--- src/rtl/clk_reconf_pkg.sv ---
package clk_reconf_pkg;

  localparam int NSTEP = 10;
  localparam int SIW   = $clog2(NSTEP);
  localparam int AW    = 7;
  localparam int XW    = 16;

  typedef enum logic [2:0] {
    S_IDLE, S_LOAD, S_RD, S_RDW, S_WR, S_WRW
  } seq_state_e;

  typedef struct packed {
    logic [AW-1:0] addr;
    logic [XW-1:0] mask;
    logic [XW-1:0] val;
  } step_t;

  function automatic logic [15:0] div_hl(input logic [7:0] n);
    logic [7:0] hi, lo;
    hi = n >> 1;
    lo = n - hi;
    return ({8'd0, hi} << 6) | {8'd0, lo};
  endfunction

  function automatic logic [15:0] div_ex(input logic [7:0] n);
    return {8'd0, n[0], (n == 8'd1), 6'd0};
  endfunction

  function automatic logic [15:0] div_in(input logic [7:0] n);
    return {2'b00, n[0], (n == 8'd1), 12'd0} | div_hl(n);
  endfunction

  function automatic logic [31:0] filter_word(input logic [7:0] idx);
    if      (idx == 8'd0) return 32'h0100_1990;
    else if (idx == 8'd1) return 32'h0100_1190;
    else if (idx == 8'd2) return 32'h0100_9890;
    else if (idx == 8'd3) return 32'h0100_1890;
    else if (idx == 8'd4) return 32'h0100_8890;
    else if (idx <= 8'd8)  return 32'h0100_9090;
    else if (idx <= 8'd11) return 32'h0100_0890;
    else if (idx == 8'd12) return 32'h0800_9090;
    else if (idx <= 8'd22) return 32'h0100_1090;
    else if (idx <= 8'd36) return 32'h0100_8090;
    else if (idx <= 8'd46) return 32'h0800_1090;
    else                   return 32'h0800_8090;
  endfunction

  function automatic logic [31:0] lock_word(input logic [7:0] idx);
    logic [4:0] f;
    logic [9:0] c;
    f = 5'h1f;
    c = 10'h3e8;
    case (idx)
      8'd0, 8'd1: f = 5'h06;
      8'd2: f = 5'h08;
      8'd3: f = 5'h0b;
      8'd4: f = 5'h0e;
      8'd5: f = 5'h11;
      8'd6: f = 5'h13;
      8'd7: f = 5'h16;
      8'd8: f = 5'h19;
      8'd9: f = 5'h1c;
      8'd10: c = 10'h384;
      8'd11: c = 10'h339;
      8'd12: c = 10'h2ee;
      8'd13: c = 10'h2bc;
      8'd14: c = 10'h28a;
      8'd15: c = 10'h271;
      8'd16: c = 10'h23f;
      8'd17: c = 10'h226;
      8'd18: c = 10'h20d;
      8'd19: c = 10'h1f4;
      8'd20: c = 10'h1db;
      8'd21: c = 10'h1c2;
      8'd22: c = 10'h1a9;
      8'd23, 8'd24: c = 10'h190;
      8'd25: c = 10'h177;
      8'd26, 8'd27: c = 10'h15e;
      8'd28, 8'd29: c = 10'h145;
      8'd30, 8'd31, 8'd32: c = 10'h12c;
      8'd33, 8'd34, 8'd35: c = 10'h113;
      default: c = 10'h0fa;
    endcase
    return {3'b0, f, 3'b0, f, 6'b0, c};
  endfunction

  function automatic step_t build_step(input int g, input logic [7:0] m,
                                       input logic [7:0] d, input logic [7:0] o);
    logic [31:0] lck, flt;
    step_t s;
    lck = lock_word(m - 8'd1);
    flt = filter_word(m - 8'd1);
    s = '0;
    case (g)
      0: s = '{7'h08, 16'hefff, div_hl(o)};
      1: s = '{7'h09, 16'h03ff, div_ex(o)};
      2: s = '{7'h16, 16'h3fff, div_in(d)};
      3: s = '{7'h14, 16'hefff, div_hl(m)};
      4: s = '{7'h15, 16'h03ff, div_ex(m)};
      5: s = '{7'h18, 16'h03ff, {6'd0, lck[9:0]}};
      6: s = '{7'h19, 16'h7fff, {1'b0, lck[20:16], 10'h001}};
      7: s = '{7'h1a, 16'h7fff, {1'b0, lck[28:24], 10'h3e9}};
      8: s = '{7'h4e, 16'h9900, flt[31:16]};
      9: s = '{7'h4f, 16'h9900, flt[15:0]};
      default: s = '0;
    endcase
    return s;
  endfunction

endpackage

--- src/rtl/drp_wait_timer.sv ---
module drp_wait_timer #(
  parameter int TW = 16
) (
  input  logic          clk_i,
  input  logic          rst_ni,
  input  logic          clear_i,
  input  logic          run_i,
  input  logic          rdy_i,
  input  logic [TW-1:0] limit_i,
  output logic          expired_o
);
  logic [TW-1:0] cnt_q;

  always_ff @(posedge clk_i or negedge rst_ni) begin
    if (!rst_ni)                                  cnt_q <= '0;
    else if (clear_i)                             cnt_q <= '0;
    else if (run_i && !rdy_i && cnt_q != '1)      cnt_q <= cnt_q + 1'b1;
  end

  assign expired_o = run_i && !rdy_i && (cnt_q >= limit_i);

  p_clear_r8: assert property (@(posedge clk_i) disable iff (!rst_ni)
    clear_i |=> cnt_q == '0);
endmodule

--- src/rtl/clk_reconf_steps.sv ---
module clk_reconf_steps
  import clk_reconf_pkg::*;
(
  input  logic [7:0]     m_i,
  input  logic [7:0]     d_i,
  input  logic [7:0]     o_i,
  input  logic [SIW-1:0] idx_i,
  output logic [AW-1:0]  addr_o,
  output logic [XW-1:0]  mask_o,
  output logic [XW-1:0]  val_o,
  output logic           rd_o
);
  localparam int NTAB = 2 ** SIW;
  step_t tab [NTAB];

  for (genvar g = 0; g < NTAB; g++) begin : g_step
    if (g < NSTEP) begin : g_used
      assign tab[g] = build_step(g, m_i, d_i, o_i);
    end else begin : g_pad
      assign tab[g] = '0;
    end
  end

  assign addr_o = tab[idx_i].addr;
  assign mask_o = tab[idx_i].mask;
  assign val_o  = tab[idx_i].val;
  assign rd_o   = (tab[idx_i].mask != '1);
endmodule

--- src/rtl/clk_reconf_seq.sv ---
module clk_reconf_seq
  import clk_reconf_pkg::*;
#(
  parameter int MW = 7,
  parameter int DW = 7,
  parameter int OW = 8,
  parameter int TW = 16
) (
  input  logic          clk_i,
  input  logic          rst_ni,
  input  logic          start_i,
  input  logic [MW-1:0] mult_i,
  input  logic [DW-1:0] div_i,
  input  logic [OW-1:0] odiv_i,
  input  logic [TW-1:0] timeout_i,
  output logic          done_o,
  output logic          error_o,
  output logic          drp_en_o,
  output logic          drp_we_o,
  output logic [AW-1:0] drp_addr_o,
  output logic [XW-1:0] drp_di_o,
  input  logic [XW-1:0] drp_do_i,
  input  logic          drp_rdy_i
);
  seq_state_e     state_q;
  logic [SIW-1:0] step_q;
  logic [7:0]     m_q, d_q, o_q;
  logic [XW-1:0]  rd_q;
  logic [AW-1:0]  cur_addr, last_rd_addr_q;
  logic [XW-1:0]  cur_mask, cur_val;
  logic           cur_rd, expired, bad_cfg, last_step;

  assign bad_cfg   = (mult_i == '0) || (div_i == '0) || (odiv_i == '0);
  assign last_step = (step_q == SIW'(NSTEP - 1));

  clk_reconf_steps u_steps (
    .m_i(m_q), .d_i(d_q), .o_i(o_q), .idx_i(step_q),
    .addr_o(cur_addr), .mask_o(cur_mask), .val_o(cur_val), .rd_o(cur_rd)
  );

  drp_wait_timer #(.TW(TW)) u_timer (
    .clk_i(clk_i), .rst_ni(rst_ni),
    .clear_i(state_q == S_RD || state_q == S_WR),
    .run_i(state_q == S_RDW || state_q == S_WRW),
    .rdy_i(drp_rdy_i), .limit_i(timeout_i), .expired_o(expired)
  );

  always_ff @(posedge clk_i or negedge rst_ni) begin
    if (!rst_ni) begin
      state_q <= S_IDLE;
      step_q  <= '0;
      m_q     <= '0;
      d_q     <= '0;
      o_q     <= '0;
      rd_q    <= '0;
      done_o  <= 1'b0;
      error_o <= 1'b0;
    end else begin
      done_o  <= 1'b0;
      error_o <= 1'b0;
      unique case (state_q)
        S_IDLE: if (start_i) begin
          if (bad_cfg) error_o <= 1'b1;
          else begin
            m_q     <= 8'(mult_i);
            d_q     <= 8'(div_i);
            o_q     <= 8'(odiv_i);
            step_q  <= '0;
            state_q <= S_LOAD;
          end
        end
        S_LOAD: begin
          rd_q    <= '0;
          state_q <= cur_rd ? S_RD : S_WR;
        end
        S_RD:  state_q <= S_RDW;
        S_RDW: if (drp_rdy_i) begin
          rd_q    <= drp_do_i;
          state_q <= S_WR;
        end else if (expired) begin
          error_o <= 1'b1;
          state_q <= S_IDLE;
        end
        S_WR:  state_q <= S_WRW;
        S_WRW: if (drp_rdy_i) begin
          if (last_step) begin
            done_o  <= 1'b1;
            state_q <= S_IDLE;
          end else begin
            step_q  <= step_q + 1'b1;
            state_q <= S_LOAD;
          end
        end else if (expired) begin
          error_o <= 1'b1;
          state_q <= S_IDLE;
        end
        default: state_q <= S_IDLE;
      endcase
    end
  end

  assign drp_en_o   = (state_q == S_RD) || (state_q == S_WR);
  assign drp_we_o   = (state_q == S_WR);
  assign drp_addr_o = cur_addr;
  assign drp_di_o   = (rd_q & ~cur_mask) | (cur_val & cur_mask);

  always_ff @(posedge clk_i or negedge rst_ni) begin
    if (!rst_ni)                    last_rd_addr_q <= '0;
    else if (drp_en_o && !drp_we_o) last_rd_addr_q <= drp_addr_o;
  end

  p_single_en_r11: assert property (@(posedge clk_i) disable iff (!rst_ni)
    drp_en_o |=> !drp_en_o);
  p_rmw_addr_r2: assert property (@(posedge clk_i) disable iff (!rst_ni)
    (drp_en_o && drp_we_o) |-> drp_addr_o == last_rd_addr_q);
  p_first_addr_r1: assert property (@(posedge clk_i) disable iff (!rst_ni)
    (state_q == S_IDLE && start_i && !bad_cfg) |=> ##1 (drp_en_o && drp_addr_o == 7'h08));
  p_zero_reject_r7: assert property (@(posedge clk_i) disable iff (!rst_ni)
    (state_q == S_IDLE && start_i && bad_cfg) |=> (error_o && !drp_en_o));
  p_done_pulse_r9: assert property (@(posedge clk_i) disable iff (!rst_ni)
    done_o |=> !done_o);
  p_done_err_excl_r9: assert property (@(posedge clk_i) disable iff (!rst_ni)
    !(done_o && error_o));
  p_busy_hold_r10: assert property (@(posedge clk_i) disable iff (!rst_ni)
    (state_q != S_IDLE) |=> ($stable(m_q) && $stable(d_q) && $stable(o_q)));
endmodule

--- config.mk ---
export PLATFORM = sky130hd
export DESIGN_NAME = clk_reconf_seq
export DESIGN_NICKNAME = d
export VERILOG_FILES = /design/src/rtl/clk_reconf_pkg.sv /design/src/rtl/drp_wait_timer.sv /design/src/rtl/clk_reconf_steps.sv /design/src/rtl/clk_reconf_seq.sv
export SDC_FILE = /design/constraint.sdc
export NUM_CORES = 1
export LEC_CHECK = 0
export BUFFER_PORTS_ARGS = -buffer_cell sky130_fd_sc_hd__buf_4
export CORE_UTILIZATION = 55
export CTS_BUF_LIST = sky130_fd_sc_hd__clkbuf_8 sky130_fd_sc_hd__clkbuf_16
export DETAILED_ROUTE_END_ITERATION = 10
export GPL_TIMING_DRIVEN = 0
export PLACE_DENSITY_LB_ADDON = 0.25
export SYNTH_ARGS = -nofsm -noshare
export SYNTH_HDL_FRONTEND = slang
export SYNTH_SLANG_ARGS = --single-unit
export TNS_END_PERCENT = 20
--- constraint.sdc ---
create_clock -name clk_i -period 5.34 [get_ports clk_i]
set_input_delay 0.534 -clock clk_i [delete_from_list [all_inputs] [get_ports clk_i]]
set_output_delay 0.534 -clock clk_i [all_outputs]
set_load 0.05 [all_outputs]
==> Word-level counts from Yosys, hierarchy flattened <==
Index checks and enable logic that the tools add are counted.
W data, S select, Z words.
{ "word_totals": {"inputBits": 58, "regBits": 63} }
{ "classes": {"n_addsub": 6, "muxes": 41, "n_eq_ne": 51, "reduce_logical": 28, "bitwise": 10, "order_cmp": 7} }
{ "ops": {"columns": ["operator", "n"], "rows": [
  ["$mux W32", 10],
  ["$pmux W10 S20", 1],
  ["$bmux W39 S4", 1],
  ["$eq A8 B5 Y1 const B", 16],
  ["$mux W39", 2],
  ["$eq A8 B4 Y1 const B", 8],
  ["$mux W16", 4],
  ["$pmux W5 S9", 1],
  ["$and A16 B16 Y16", 2],
  ["$eq A8 B3 Y1 const B", 4],
  ["$eq A8 B6 Y1 const B", 4],
  ["$ne A16 B16 Y1 const B", 2],
  ["$pmux W16 S2", 1],
  ["$or A12 B8 Y12", 2],
  ["$mux W3", 6],
  ["$pmux W3 S6", 1],
  ["$add A16 B1 Y16 const B", 1],
  ["$eq A8 B1 Y1 const B", 2],
  ["$eq A8 B2 Y1 const B", 2],
  ["$ge A16 B16 Y1", 1],
  ["$le A8 B4 Y1 const B", 2],
  ["$le A8 B6 Y1 const B", 2],
  ["$logic_not A8 Y1", 2],
  ["$mux W4", 4],
  ["other kinds (33)", 62]
]} }

==> Logic depth before layout (Yosys ltp) <==
{ "depth": {"word_depth": 19, "ltp_mapped": 14, "ltp_nobuf": 12} }

==> Modules after synthesis <==
Synthesis repeated with hierarchy kept, for this count alone.
{ "unflattened": {"hier_cells": 789, "hier_area_um2": 6648.9} }
{ "by_module_without_submodules": {"columns": ["module", "area_each_um2", "instances", "cells_each", "seq_area_each_um2"], "rows": [
  ["clk_reconf_steps", 3062.9, 1, 464, 0.0],
  ["clk_reconf_seq", 2249.7, 1, 167, 1176.1],
  ["drp_wait_timer", 1336.3, 1, 158, 400.4]
]} }

==> Least setup slack after synthesis <==
OpenSTA, ideal clock, no wires.
{ "synth_timing": {"path_type": "register to output", "from": "reg m_q[2]", "to": "out drp_di_o[4]", "stages_incl_launch_ff": 14, "arrival_ns": 4.285, "path_slack_ns": 0.521, "required_ns": 4.806, "cell_sequence": "dfrtp_1 > buf_2 > inv_1 > clkbuf_1 > ha_1 > and2_1 > buf_4 > o221a_2 > o211ai_1 > o32ai_2 > nor2_1 > nand4bb_4 > and4b_1 > o41ai_1"} }
{ "synth_between": {"elab_chain_len": 17, "elab_cells_between_ends": 65} }
{ "synth_rtl": {"columns": ["element", "line_no", "source"], "rows": [
  ["start: declaration", "clk_reconf_seq.sv:27", "logic [7:0] m_q, d_q, o_q;"],
  ["start signal: assignment", "clk_reconf_seq.sv:65", "m_q <= 8'(mult_i);"],
  ["$sub A7 B1 Y8", null, null],
  ["$le A8 B6 Y1", null, null],
  ["$mux W32", null, null],
  ["$mux W32", "clk_reconf_pkg.sv:42", "else if (idx <= 8'd22) return 32'h0100_1090;"],
  ["$mux W32", "clk_reconf_pkg.sv:41", "else if (idx == 8'd12) return 32'h0800_9090;"],
  ["$mux W32", "clk_reconf_pkg.sv:40", "else if (idx <= 8'd11) return 32'h0100_0890;"],
  ["$mux W32", "clk_reconf_pkg.sv:39", "else if (idx <= 8'd8) return 32'h0100_9090;"],
  ["$mux W32", "clk_reconf_pkg.sv:38", "else if (idx == 8'd4) return 32'h0100_8890;"],
  ["$mux W32", "clk_reconf_pkg.sv:37", "else if (idx == 8'd3) return 32'h0100_1890;"],
  ["$mux W32", "clk_reconf_pkg.sv:36", "else if (idx == 8'd2) return 32'h0100_9890;"],
  ["$mux W32", "clk_reconf_pkg.sv:35", "else if (idx == 8'd1) return 32'h0100_1190;"],
  ["$mux W32", "clk_reconf_pkg.sv:34", "if (idx == 8'd0) return 32'h0100_1990;"],
  ["$bmux W39 S4 (*)", "clk_reconf_steps.sv:26", "assign val_o = tab[idx_i].val;"],
  ["$mux W39 (*) (2 in series)", null, null],
  ["$and A16 B16 Y16 (*)", "clk_reconf_seq.sv:105", "assign drp_di_o = (rd_q & ~cur_mask) | (cur_val & cur_mask);"],
  ["$or A16 B16 Y16 (*)", "clk_reconf_seq.sv:105", null],
  ["end: declaration", "clk_reconf_seq.sv:21", "output logic [XW-1:0] drp_di_o,"]
]} }
Every way passes the cells marked *; elsewhere a longest branch is shown, timed or not. The select of a mux whose other input is x is not followed.

==> Worst setup path in the final report <==
{ "layout_timing": {"from": "reg m_q[2]", "to": "out drp_di_o[11]"} }
{ "layout_between": {"elab_chain_len": 17, "elab_cells_between_ends": 33} }
{ "layout_rtl": {"columns": ["element", "line_no", "source"], "rows": [
  ["$sub A7 B1 Y8 (*)", null, null],
  ["$le A8 B6 Y1", null, null],
  ["$mux W32", "clk_reconf_pkg.sv:43", "else if (idx <= 8'd36) return 32'h0100_8090;"],
  ["$mux W32", "clk_reconf_pkg.sv:42", null],
  ["$mux W32", "clk_reconf_pkg.sv:41", null],
  ["$mux W32", "clk_reconf_pkg.sv:40", null],
  ["$mux W32", "clk_reconf_pkg.sv:39", null],
  ["$mux W32", "clk_reconf_pkg.sv:38", null],
  ["$mux W32", "clk_reconf_pkg.sv:37", null],
  ["$mux W32", "clk_reconf_pkg.sv:36", null],
  ["$mux W32", "clk_reconf_pkg.sv:35", null],
  ["$mux W32", "clk_reconf_pkg.sv:34", null],
  ["$bmux W39 S4 (*)", "clk_reconf_steps.sv:26", null],
  ["$mux W39 (*) (2 in series)", null, null],
  ["$and A16 B16 Y16 (*)", "clk_reconf_seq.sv:105", null],
  ["$or A16 B16 Y16 (*)", "clk_reconf_seq.sv:105", null]
]} }
Marks and branches as above.

==> flow_summary.yaml <==
placed_design:
  numPortBuffers: 83
  hpwl_mm: 16.2
  gp_congestion: 0.975
  dp_cells: 986
drt:
  wl_mm: 20.9
  drc: 0
  drtIter0Drc: 559
  wire_per_inst_um: 20.9
  drtAntennaViolNets: 0
  first_pass_iters: 6
  viasPerCell: 6.53
  vias: 6548
cts:
  cts_buffers: 9
  cts_tree: "done"
  ctsHtreeMaxLevel: 3
  clkLatencyLatePin_ps: 340
  clkTransAtPathRegs_ps: 60
  clockBufferDepth: 2
  postCtsSetupRepairBufs: 0
  cts_sinks: 63
  ctsHoldBuffers: 0
  cts_resized: 0
  cts-root-buf: "clkbuf_16"
sta:
  final.min_clock_period_ps: 5070
  worst_slew_pin_slew_ps: 906
  rsz0062_at_grt: "no"
  post-route-period-util: 0.949
  hold_viol: 0
  finalSetupTns_ps: 0
  fmax_ghz: 0.197
  fin_skew_ps: 8.39
  maxSlewHeadroom: 0.391
  slew_violations: 0
  setup_viol: 0
layout:
  nets: 979
  syn2layout_area_growth_pct: 18.1
  final_common_cell: "buf_4"
  layout_common_cells: "85 x buf_4, 69 x nand2_1, 63 x dfrtp_1, 61 x ha_1"
  finish.utilization: 0.673
  final_layout_size_suffix_gt1_frac: 0.175
  diodes: 0
  fin_cells: 1002
setup_path:
  worstPathBufferInverterCount: 5
  r2r_slack_ps: 2100
  path_cells: "buf_2, inv_1, clkbuf_2, ha_1, nor2b_2, xnor2_1, buf_2, a21oi_1, o21ai_0, o21ai_0, a311o_1, o21ai_1, o21ai_1, buf_4"
  endpoint_kind: "output port"
  required_ps: 4810
  crit_path_top_delay_cell: "xnor2_1"
  reg2reg_from: "step_q[1]"
  cp.arrival_ps: 4530
  cp_num_cells: 14
  critPathKind: "flip-flop to output port"
  cp_top_family: "compound AO/OA/AOI/OAI gates"
  cp-start-kind: "flip-flop"
  path_max_fanout: 12
  rr_worst_depth: 8
  rr_endpoint: "step_q[3]"
  critPathMaxStageDelay_ps: 740
floorplanning:
  die_w_um: 109
  ios: 85
  die_y_um: 109
  fp.coreArea_um2: 11000
  start_util: 0.570
  fp.dieArea_um2: 11800
  num_rows: 38
global_routing:
  grt_pass1_vias: 6359
  gr-usage-met1: 0.436
  grt_pass1_wl_mm: 32.7
  grt_overflow_total: 0
  grtUsageTotal: 0.363
  grt-busiest-layer: "met2"
  use_met3: 0.0622
  grtUsageMet2: 0.617
  grt_max_degree: 64
  antenna_found_initial: 0
logic_synthesis:
  synthXorXnorAreaFrac: 0.0504
  synth-async-reset-ratio: 1.00
  synth_seq_cells: 63
  synth_top_family_by_area: "compound AO/OA/AOI/OAI gates"
  synth_fa_ha_area_frac: 0.132
  syn_area_um2: 6260
  yosys.area_share.simple: 0.194
  ys_seq_area_frac: 0.252
  yosysUniqueCellTypes: 82
  synth_compound_area_frac: 0.256
  synth-edff-count: 0
  synth_nets: 885
  synth_mux_area_frac: 0.0524
  syn_inst: 763
  yosysWarnings: 0
  synth-main-ff-cell: "dfrtp_1"
  syn_avg_cell_area_um2: 8.20
run:
  maxCapViolations: 0
run_status:
  status: "finished, final reports clean"
worst_hold_path:
  hp-class: "input port to asynchronous set/reset pin"
==> synthesized netlist by cell type, types with 4 or more instances <==
cell type	number	area, um2
a211oi_1	6	45.0
a21o_1	13	97.6
a21oi_1	56	280
a22o_1	16	140
a311oi_1	6	52.6
a31oi_1	11	68.8
and2_1	4	25.0
buf_1	4	15.0
buf_2	7	35.0
clkbuf_1	29	109
dfrtp_1	63	1580
ha_1	61	763
inv_1	56	210
mux2_2	22	248
mux2i_1	8	80.1
nand2_1	69	259
nand2b_1	12	75.1
nand3_1	13	65.1
nand4_1	12	75.1
nor2_1	55	206
nor2b_1	7	43.8
nor3_1	21	105
nor4_1	8	50.1
o211ai_1	5	37.5
o21a_1	5	37.5
o21ai_0	42	210
o21bai_1	9	67.6
o221ai_1	4	35.0
o22a_1	4	35.0
o22ai_1	7	43.8
o31ai_1	4	30.0
o41ai_1	4	35.0
or2_2	4	25.0
or3_1	10	62.6
xnor2_1	18	158
xor2_1	13	114
==> logic make-up (layout without fill, tap and decap cells) <==
family,count (synthesis),after routing
simple gates,239,239
compound gates,232,232
buf+inv,101,200
fa+ha+maj,64,64
flops,63,63
xor+xnor,33,33
mux,30,30
other cells,1,1
==> area by class of cell <==
| class | count | area, um2 |
|---|---|---|
| buffer | 42 | 175 |
| timing repair buffer | 83 | 623 |
| inverter | 59 | 221 |
| fill | 856 | 3590 |
| multi-input combinational | 599 | 4290 |
| clock inverter | 6 | 92.6 |
| sequential | 63 | 1580 |
| clock buffer | 10 | 239 |
| tap | 140 | 175 |
==> sequential cells by signal, summed over array words and instances, names as in the netlist <==
name / count
o_q: 8
m_q: 7
error_o: 1
rd_q: 16
state_q: 3
step_q: 4
u_timer.cnt_q: 16
done_o: 1
d_q: 7
==> routing by layer <==
layer,vias up,wire length [um]
li1,2970,-
met1,3116,8220
met5,-,0
met3,96,1430
met4,0,1100
met2,366,10200
==> per-stage QoR <==
| step | cell area (um2) | hold slack, ps | setup slack [ps] |
|---|---|---|---|
| 4_1_cts | 7390 | 308 | 287 |
| 2_1_floorplan | 6260 | 238 | 521 |
| 6_report | 7390 | 272 | 274 |
| 3_5_place_dp | 7060 | 486 | 673 |
| 5_1_grt | 7390 | 352 | 61.9 |
| 3_3_place_gp | 7060 | 489 | 642 |
==> how the worst max path moves through the flow <==
| stage | slack (ps) | end | start |
|---|---|---|---|
| 2_1_floorplan | 520 | drp_di_o[4] | m_q[2] |
| 3_3_place_gp | 640 | drp_di_o[0] | m_q[2] |
| 3_5_place_dp | 670 | drp_di_o[0] | m_q[2] |
| 4_1_cts | 290 | drp_di_o[0] | m_q[2] |
| 5_1_grt | 60 | drp_di_o[11] | m_q[2] |
| 6_report | 270 | drp_di_o[11] | m_q[2] |
==> worst register-to-register path, stage by stage (launching register included) <==
cell	delay, ps
dfrtp_1	420
clkbuf_1	530
clkinv_1	610
ha_1	400
and3_1	200
nor3_1	490
nand4_1	200
xnor2_1	180
a21oi_1	50
Power is not shown: default switching activity piles up to over one toggle a cycle in this logic, so the estimate is an artifact.
